## src/rtl/dmaq_pkg.sv

```systemverilog
// Shared types for the DMA request acceptor.
// Assumes: no other package defines these names.
package dmaq_pkg;
    // Acceptance states: open for a low level, request held, transfer cycle, waiting for high
    typedef enum logic [1:0] {
        ST_OPEN  = 2'd0,
        ST_HELD  = 2'd1,
        ST_XFER  = 2'd2,
        ST_REARM = 2'd3
    } acc_state_t;
endpackage

```

## src/rtl/dmaq_sync.sv

```systemverilog
// Multi-stage synchronizer for one asynchronous bit.
// Assumes: STAGES >= 2. All stages reset to RESET_VAL.
module dmaq_sync #(
    parameter int   STAGES    = 2,
    parameter logic RESET_VAL = 1'b1
) (
    input  logic clk,
    input  logic rst_n,
    input  logic d,
    output logic q
);
    logic [STAGES-1:0] chain;

    genvar i;
    generate
        for (i = 0; i < STAGES; i++) begin : g_stage
            if (i == 0) begin : g_first
                // Capture the asynchronous input
                always_ff @(posedge clk) begin
                    if (!rst_n) chain[0] <= RESET_VAL;
                    else        chain[0] <= d;
                end
            end else begin : g_next
                // Move the value one stage along the chain
                always_ff @(posedge clk) begin
                    if (!rst_n) chain[i] <= RESET_VAL;
                    else        chain[i] <= chain[i-1];
                end
            end
        end
    endgenerate

    assign q = chain[STAGES-1];
endmodule

```

## src/rtl/dmaq_count.sv

```systemverilog
// Transfer counter. It is loadable, decrements once per completed cycle,
// and pulses an end flag when the final cycle completes.
// Assumes: dec is a one-cycle strobe. A load wins over dec at the same edge.
module dmaq_count #(
    parameter int CNT_W = 16
) (
    input  logic             clk,
    input  logic             rst_n,
    input  logic             load,
    input  logic [CNT_W-1:0] load_val,
    input  logic             dec,
    output logic             nonzero,
    output logic             end_pulse
);
    localparam logic [CNT_W-1:0] ONE = CNT_W'(1);

    logic [CNT_W-1:0] cnt;

    // Count register: load has priority, decrement saturates at zero
    always_ff @(posedge clk) begin
        if (!rst_n)                       cnt <= '0;
        else if (load)                    cnt <= load_val;
        else if (dec && (cnt != '0))      cnt <= cnt - ONE;
    end

    // End flag: one clock after the cycle that empties the count
    always_ff @(posedge clk) begin
        if (!rst_n) end_pulse <= 1'b0;
        else        end_pulse <= dec && (cnt == ONE) && !load;
    end

    assign nonzero = (cnt != '0);
endmodule

```

## src/rtl/dmaq_fsm.sv

```systemverilog
// Accept / hold / transfer / re-arm sequencer for a falling-edge request.
// Assumes: pin_low is already synchronized, and grant and done are clocked inputs.
module dmaq_fsm
    import dmaq_pkg::*;
(
    input  logic       clk,
    input  logic       rst_n,
    input  logic       run,
    input  logic       pin_low,
    input  logic       grant,
    input  logic       done,
    output acc_state_t state,
    output logic       pending,
    output logic       ack_n,
    output logic       dec
);
    acc_state_t nxt;
    logic       hi_seen;

    // Next-state decision for the acceptance sequence
    always_comb begin
        nxt = state;
        unique case (state)
            ST_OPEN:  if (run && pin_low) nxt = ST_HELD;
            ST_HELD:  if (!run)           nxt = ST_OPEN;
                      else if (grant)     nxt = ST_XFER;
            ST_XFER:  if (done) begin
                          if (!run || hi_seen || !pin_low) nxt = ST_OPEN;
                          else                             nxt = ST_REARM;
                      end
            ST_REARM: if (!run || !pin_low) nxt = ST_OPEN;
            default:  nxt = ST_OPEN;
        endcase
    end

    // State register
    always_ff @(posedge clk) begin
        if (!rst_n) state <= ST_OPEN;
        else        state <= nxt;
    end

    // Remember whether the line was seen high during the current cycle
    always_ff @(posedge clk) begin
        if (!rst_n)                          hi_seen <= 1'b0;
        else if (state == ST_HELD)           hi_seen <= 1'b0;
        else if (state == ST_XFER && !pin_low) hi_seen <= 1'b1;
    end

    assign pending = (state == ST_HELD);
    assign ack_n   = (state != ST_XFER);
    assign dec     = (state == ST_XFER) && done;
endmodule

```

## src/rtl/dma_edge_req_ctrl.sv

```systemverilog
// Top of the edge-triggered DMA request acceptor for one single-address channel.
// Assumes: req_n_pin is asynchronous and all other inputs are synchronous to clk.
module dma_edge_req_ctrl #(
    parameter int SYNC_STAGES = 2,
    parameter int CNT_W       = 16
) (
    input  logic             clk,
    input  logic             rst_n,
    input  logic             req_n_pin,
    input  logic             enable,
    input  logic             bus_grant,
    input  logic             dma_cycle_done,
    input  logic             cnt_load,
    input  logic [CNT_W-1:0] cnt_value,
    output logic             req_pending,
    output logic             ack_n,
    output logic             transfer_end
);
    import dmaq_pkg::*;

    logic       pin_sync;
    logic       cnt_nonzero;
    logic       run;
    logic       dec;
    acc_state_t state;

    dmaq_sync #(.STAGES(SYNC_STAGES), .RESET_VAL(1'b1)) u_sync (
        .clk   (clk),
        .rst_n (rst_n),
        .d     (req_n_pin),
        .q     (pin_sync)
    );

    dmaq_count #(.CNT_W(CNT_W)) u_count (
        .clk       (clk),
        .rst_n     (rst_n),
        .load      (cnt_load),
        .load_val  (cnt_value),
        .dec       (dec),
        .nonzero   (cnt_nonzero),
        .end_pulse (transfer_end)
    );

    assign run = enable && cnt_nonzero;

    dmaq_fsm u_fsm (
        .clk     (clk),
        .rst_n   (rst_n),
        .run     (run),
        .pin_low (!pin_sync),
        .grant   (bus_grant),
        .done    (dma_cycle_done),
        .state   (state),
        .pending (req_pending),
        .ack_n   (ack_n),
        .dec     (dec)
    );
endmodule

```

## config.mk

```make
export PLATFORM = sky130hd
export DESIGN_NAME = dma_edge_req_ctrl
export DESIGN_NICKNAME = d
export VERILOG_FILES = /design/src/rtl/dmaq_pkg.sv /design/src/rtl/dmaq_sync.sv /design/src/rtl/dmaq_count.sv /design/src/rtl/dmaq_fsm.sv /design/src/rtl/dma_edge_req_ctrl.sv
export SDC_FILE = /design/constraint.sdc
export NUM_CORES = 1
export LEC_CHECK = 0
export BUFFER_PORTS_ARGS = -buffer_cell sky130_fd_sc_hd__buf_2
export CELL_PAD_IN_SITES_DETAIL_PLACEMENT = 1
export CELL_PAD_IN_SITES_GLOBAL_PLACEMENT = 2
export CORE_AREA = 2 2 70 72
export CTS_CLUSTER_SIZE = 16
export DETAILED_ROUTE_END_ITERATION = 16
export DIE_AREA = 0 0 72 74
export GPL_ROUTABILITY_DRIVEN = 0
export MAX_ROUTING_LAYER = met4
export PLACE_DENSITY_LB_ADDON = 0.1
export SETUP_SLACK_MARGIN = 0.02
export SYNTH_ARGS = -nofsm -noshare
export SYNTH_HDL_FRONTEND = slang
export SYNTH_SLANG_ARGS = --single-unit
export TNS_END_PERCENT = 5
```

## constraint.sdc

```tcl
create_clock -name clk -period 1.9 [get_ports clk]
set_input_delay 0.095 -clock clk [delete_from_list [all_inputs] [get_ports clk]]
set_output_delay 0.095 -clock clk [all_outputs]
set_load 0.03 [all_outputs]
```

==> results of run 1 <==
==> registers in the layout (all words and copies together), names as in the netlist <==
name               count
u_count.end_pulse      1
u_count.cnt           16
u_fsm.state            2
u_sync.chain           1
u_sync.q               1
u_fsm.hi_seen          1
==> routing by layer <==
metal	GRT usage, %	wire, µm	part of all wire, %	vias to the layer above
met5	-	0	0	-
met4	4.40	63	1.6	0
met3	2.03	95	2.5	7
met2	26.6	1900	50	21
met1	20.3	1780	46	609
li1	-	-	-	647
==> worst max-delay path by stage <==
| stage | endpoint | slack (ps) | cells after the start |
|---|---|---|---|
| after floorplan | u_fsm.state[1] | 10 | 5 |
| after global placement | u_count.cnt[2] | -30 | 6 |
| after detailed placement | u_count.cnt[2] | -50 | 6 |
| after CTS | u_fsm.state[0] | -50 | 5 |
| after global routing | u_count.cnt[4] | -120 | 8 |
| final | u_fsm.state[0] | -50 | 7 |
==> metrics by stage <==
step,setup TNS [ps],total power (µW),std cells
3_5_place_dp,-183,776,249
2_1_floorplan,0,654,147
6_report,-154,1090,255
3_3_place_gp,-51.5,768,249
5_1_grt,-1170,1160,255
4_1_cts,-89.3,1090,254
==> power by group through the flow <==
stage                     Sequential, µW  Clock, µW  Combinational, µW
final                                507        299                285
after detailed placement             518          0                258
after CTS                            508        316                266
after global placement               518          0                251
after floorplan                      521          0                132
after global routing                 511        331                317
==> area by class of cell <==
| cell class | instances | share of cell area (%) |
|---|---|---|
| sequential | 22 | 25.1 |
| timing repair buffer | 58 | 21.5 |
| clock buffer | 3 | 2.34 |
| multi-input combinational | 113 | 46.2 |
| inverter | 5 | 1.06 |
| tap | 54 | 3.82 |
==> Yosys cell counts (2+ instances only) <==
| library cell | n | area (µm²) |
|---|---|---|
| nand2b_1 | 5 | 31.3 |
| nor3_1 | 7 | 35.0 |
| nand4_1 | 2 | 12.5 |
| nand3_1 | 4 | 20.0 |
| nor2_1 | 8 | 30.0 |
| nand3b_1 | 2 | 15.0 |
| nor4_1 | 8 | 50.1 |
| a21oi_1 | 13 | 65.1 |
| a21boi_0 | 2 | 15.0 |
| or4_4 | 3 | 33.8 |
| nor2b_1 | 2 | 12.5 |
| or3_1 | 2 | 12.5 |
| o21a_1 | 2 | 15.0 |
| o22ai_1 | 2 | 12.5 |
| nand2_1 | 7 | 26.3 |
| clkbuf_1 | 5 | 18.8 |
| o21ai_0 | 15 | 75.1 |
| inv_1 | 5 | 18.8 |
| dfxtp_1 | 22 | 440 |
| xnor2_1 | 13 | 114 |
| ha_1 | 2 | 25.0 |
==> what timing repair did <==
item,4_1_cts,5_1_grt
hold buffers,1,0
pin swaps,6,8
buffers inserted,1,1
endpoints found under the hold margin,1,0
resized for setup,3,11
endpoints found under the setup margin,13,17
==> cells by family after synthesis <==
logic type	share of synthesized area, %
adder cells (fa/ha/maj)	2.03
multiplexers	0.915
AO/OA/AOI/OAI	19.7
flip-flops	35.8
buffers and inverters	4.27
AND/OR/NAND/NOR	28.0
XOR/XNOR	9.25
==> worst max-delay path: stages (launching register included) <==
cell and delay, ps:
dfxtp_2 330, inv_2 70, ha_4 130, or3b_4 380, nor4_4 350, o2bb2ai_2 190, mux2_4 330, a21boi_2 110
==> results.cfg, run 1 <==
[outcome]
status = complete, but fails checks
violations = negative setup slack

[floorplan]
initial_core_util_pct = 26.8
dieWidth_um = 72
num_rows = 25
die_h_um = 74
dieArea_um2 = 5330
ios = 26
core_um2 = 4600

[grt]
grt_first_pass_wirelength_um = 6430
track_usage_pct = 15.9
grt_pass1_vias = 1381
antenna_found_initial = 0
grt_max_degree = 24
grt_overflow_total = 0

[clock_network]
cts-htree-levels = 1
clock-root-buffer = clkbuf_8
clk_latency_ps = 270
cts_tree = built
clock_path_buffers = 2
cts_buffers = 3
path_clk_slew_ps = 80
clkSinkCount = 22

[sta]
fmax_mhz = 512
period_minus_slack_ps = 1950
skew_ps = 7.44
fin_ws_ps = -54.8
maxSlewHeadroom_pct = 72.7
worst_slew_pin_slew_ps = 409
maxSlewViolCount = 0
final-setup-viol-count = 5
hold_viol_final = 0
fin_crit_sh_pct = 103
rsz0062_at_grt = yes
timing.hold.ws_ps = 55.8

[synth]
netlist_area_um2 = 1230
synth_edf_count = 0
async_reset_ff_share_pct = 0
synth_cells = 147
synth.distinct_cells = 37
avgSynthCellArea_um2 = 8.38
synth_seq_cells = 22
yosys_warnings = 0
syn_nets = 172
synth_seq_area_share_pct = 35.8
synth_ff_type = dfxtp_1

[pwr]
p_per_area_nw_per_um2 = 618
switchingPower_uw = 316
p_leak_uw = 0.000700
p_int_uw = 775
pwr-share-clk_pct = 27.4
swShare_pct = 29.0
pwr-share-seq_pct = 46.5
vdd_ir_drop_max_mv = 0.213
comb_power_share_pct = 26.1

[critical_path]
cp.arrival_ps = 2170
crit_required_ps = 2110
r2r_slack_ps = -50
rr_startpoint = u_count.cnt[1]
reg2reg_to = u_fsm.state[0]
ff2ff_path_depth = 7
criticalPathCategory = flop to flop
startpoint = u_count.cnt[1]
crit_path_start_kind = flop
end_kind = flop
path_max_fanout = 4

[finish]
final_core_util_pct = 38.4
fin_nets = 228
antennaDiodeCount = 0
final_cell_mix = buf_4 (31), buf_2 (25), dfxtp_1 (19)
fin_area_um2 = 1770
multi_input_comb_area_um2 = 816
drive_gt1_share_pct = 41.8
register_area_um2 = 444
num-fill-cells = 570
final_common_cell = buf_4
areaGrowthSynthToFinish_pct = 43.5

[placed_design]
place_area_um2 = 1640
place_ws_ps = -54.1
port-buffer-count = 25
hpwl_um = 2870

[route]
num_vias = 1284
drtPass1Iterations = 4
wirelength_um = 3840
wire_per_inst_um = 15.0
drc = 0
drt_iter0_markers = 55
ant_nets = 0
vias_per_cell = 5.04

[hold_path]
hold_depth = 2
hp-start = cnt_value[2]
min_path_type = input pin to flop
whs_endpoint = u_count.cnt[2]

[job]
drv_cap = 0
(Power assumes the default switching activity.)
==> inputs of run 2 (changes only) <==
- CORE_AREA: 2 2 70 72 -> 2 2 72 74
- DIE_AREA: 0 0 72 74 -> 0 0 74 76
- SYNTH_HIERARCHICAL: unset -> 1
==> results.cfg, run 2 <==
[grt]
use_met2_pct = 30.4
grt_first_pass_wirelength_um = 7720
use_met1_pct = 22.5
track_usage_pct = 18.0
met3_usage_pct = 3.31
antenna_found_initial = 0
grt_pass1_vias = 1595
busiest_layer = met2
grt_overflow_total = 0
grt_max_degree = 22

[finish]
largest_reg_flops = 16
final_common_cell = buf_4
stdcell_count = 285
final_cell_mix = buf_4 (37), buf_2 (25), dfxtp_1 (20)
antennaDiodeCount = 0
reg_top3 = u_count/cnt: 16 flops, u_fsm/state: 2 flops
largest_register = u_count/cnt
num-fill-cells = 584
final_core_util_pct = 39.7
areaGrowthSynthToFinish_pct = 49.9
drive_gt1_share_pct = 46.5
fin_nets = 241

[route]
wire_per_inst_um = 15.7
num_vias = 1458
vias_per_cell = 5.12
wirelength_um = 4470
drc = 0
drtPass1Iterations = 4
ant_nets = 0
drt_iter0_markers = 47

[floorplan]
core_um2 = 4910
initial_core_util_pct = 26.5
die_h_um = 76
dieWidth_um = 74
num_rows = 26
dieArea_um2 = 5620
ios = 26

[clock_network]
clkSinkCount = 22
path_clk_slew_ps = 90
clock-root-buffer = clkbuf_8
cts_tree = built
clock_path_buffers = 2
clk_latency_ps = 270
cts_buffers = 3
cts-htree-levels = 1

[placed_design]
place_ws_ps = -314
port-buffer-count = 25
hpwl_um = 3350
placedCellCount = 278

[synth]
synth_seq_cells = 22
yosysMostFrequentCell = dfxtp_1
synth_seq_area_share_pct = 33.8
synth_area_leaders = dfxtp_1 (34%), o21ai_0 (6.5%), or3_1 (4.8%)
synth_cells = 153
yosys-top-cells-count = dfxtp_1 (22), o21ai_0 (17), or3_1 (10)
syn_nets = 178
avgSynthCellArea_um2 = 8.50
yosys_warnings = 6
synth_top_area_share_pct = 33.8
async_reset_ff_share_pct = 0
yosys.area.top_type = dfxtp_1
synth.distinct_cells = 42
synth_edf_count = 0
synth_ff_type = dfxtp_1
netlist_area_um2 = 1300

[job]
drv_cap = 0

[pwr]
p_per_area_nw_per_um2 = 650
p_leak_uw = 0.000768
finalPower_uw = 1270
vdd_ir_drop_max_mv = 0.327

[sta]
maxSlewHeadroom_pct = 74.0
fmax_mhz = 474
hold_viol_final = 0
maxSlewViolCount = 0
fin_crit_sh_pct = 111
rsz0062_at_grt = yes
tns_ps = -815
period_minus_slack_ps = 2110
skew_ps = 4.77
worst_slew_pin_slew_ps = 385
fin_ws_ps = -210
final-setup-viol-count = 10

[critical_path]
rr_startpoint = u_count/cnt[1]
path_max_fanout = 4
path_cells = inv_2 -> ha_4 -> or3b_4 -> or3_4 -> or4b_4 -> a311oi_2
slowest_stage = or4b_4
crit_path_start_kind = flop
slowest_delay_ps = 520
criticalPathCategory = flop to flop
end_kind = flop
cp_top_family = simple AND/OR/NAND/NOR gates
startpoint = u_count/cnt[1]
cp.arrival_ps = 2290
crit_required_ps = 2080
worst-path-buf-inv = 1

[outcome]
violations = negative setup slack
status = complete, but fails checks

[hold_path]
min_path_type = input pin to flop
hp-start = cnt_value[1]
run 2: where the power goes:
group	total [µW]	internal, µW	leakage (µW)	switching (µW)
clock	352	185	0.0000288	167
sequential	516	493	0.000183	22.3
combinational	401	200	0.000556	200
total	1270	879	0.000768	389
run 2: repair_timing:
item	CTS	global route
setup buffers	2	0
endpoints found under the hold margin	1	0
resized for setup	17	5
hold buffers	1	0
pin swaps	11	5
setup endpoints to repair	16	16
run 2: final timing paths:
check                     to  slack, ps  depth (start not counted)
max          u_count/cnt[14]       -210                          6
min           u_count/cnt[1]         90                          3
max reg2reg  u_count/cnt[14]       -210                          6
min reg2reg         u_sync/q        420                          1
run 2: cells by family after synthesis:
family | synth area share, %
fa+ha+maj | 1.92
simple gates | 29.5
buf+inv | 5.00
xor+xnor | 2.02
flops | 33.8
compound gates | 27.7
run 2: layer usage:
layer  vias up  wire (µm)
met5         -          0
met4         0         41
met3         4        155
met2        24       2270
met1       713       2000
li1        717          -
run 2: final cells by class:
class                           instances  area [µm²]  area share (%)
Clock buffer                            4        55.1            2.82
Sequential cell                        22         443            22.7
Timing Repair Buffer                   65         435            22.3
Multi-Input combinational cell        116         900            46.1
Inverter                                8        30.0            1.54
Tap cell                               70        87.6            4.49
run 2: worst min-delay path, stage by stage:
cell      delay [ps]
buf_2             80
nand3_1           60
o211ai_1          80
run 2: metrics by stage:
stage | area (µm²) | hold slack (ps)
3_5_place_dp | 1760 | 282
6_report | 1950 | 85.5
3_3_place_gp | 1760 | 274
4_1_cts | 1920 | 84.8
5_1_grt | 1950 | 97.3
2_1_floorplan | 1310 | 168
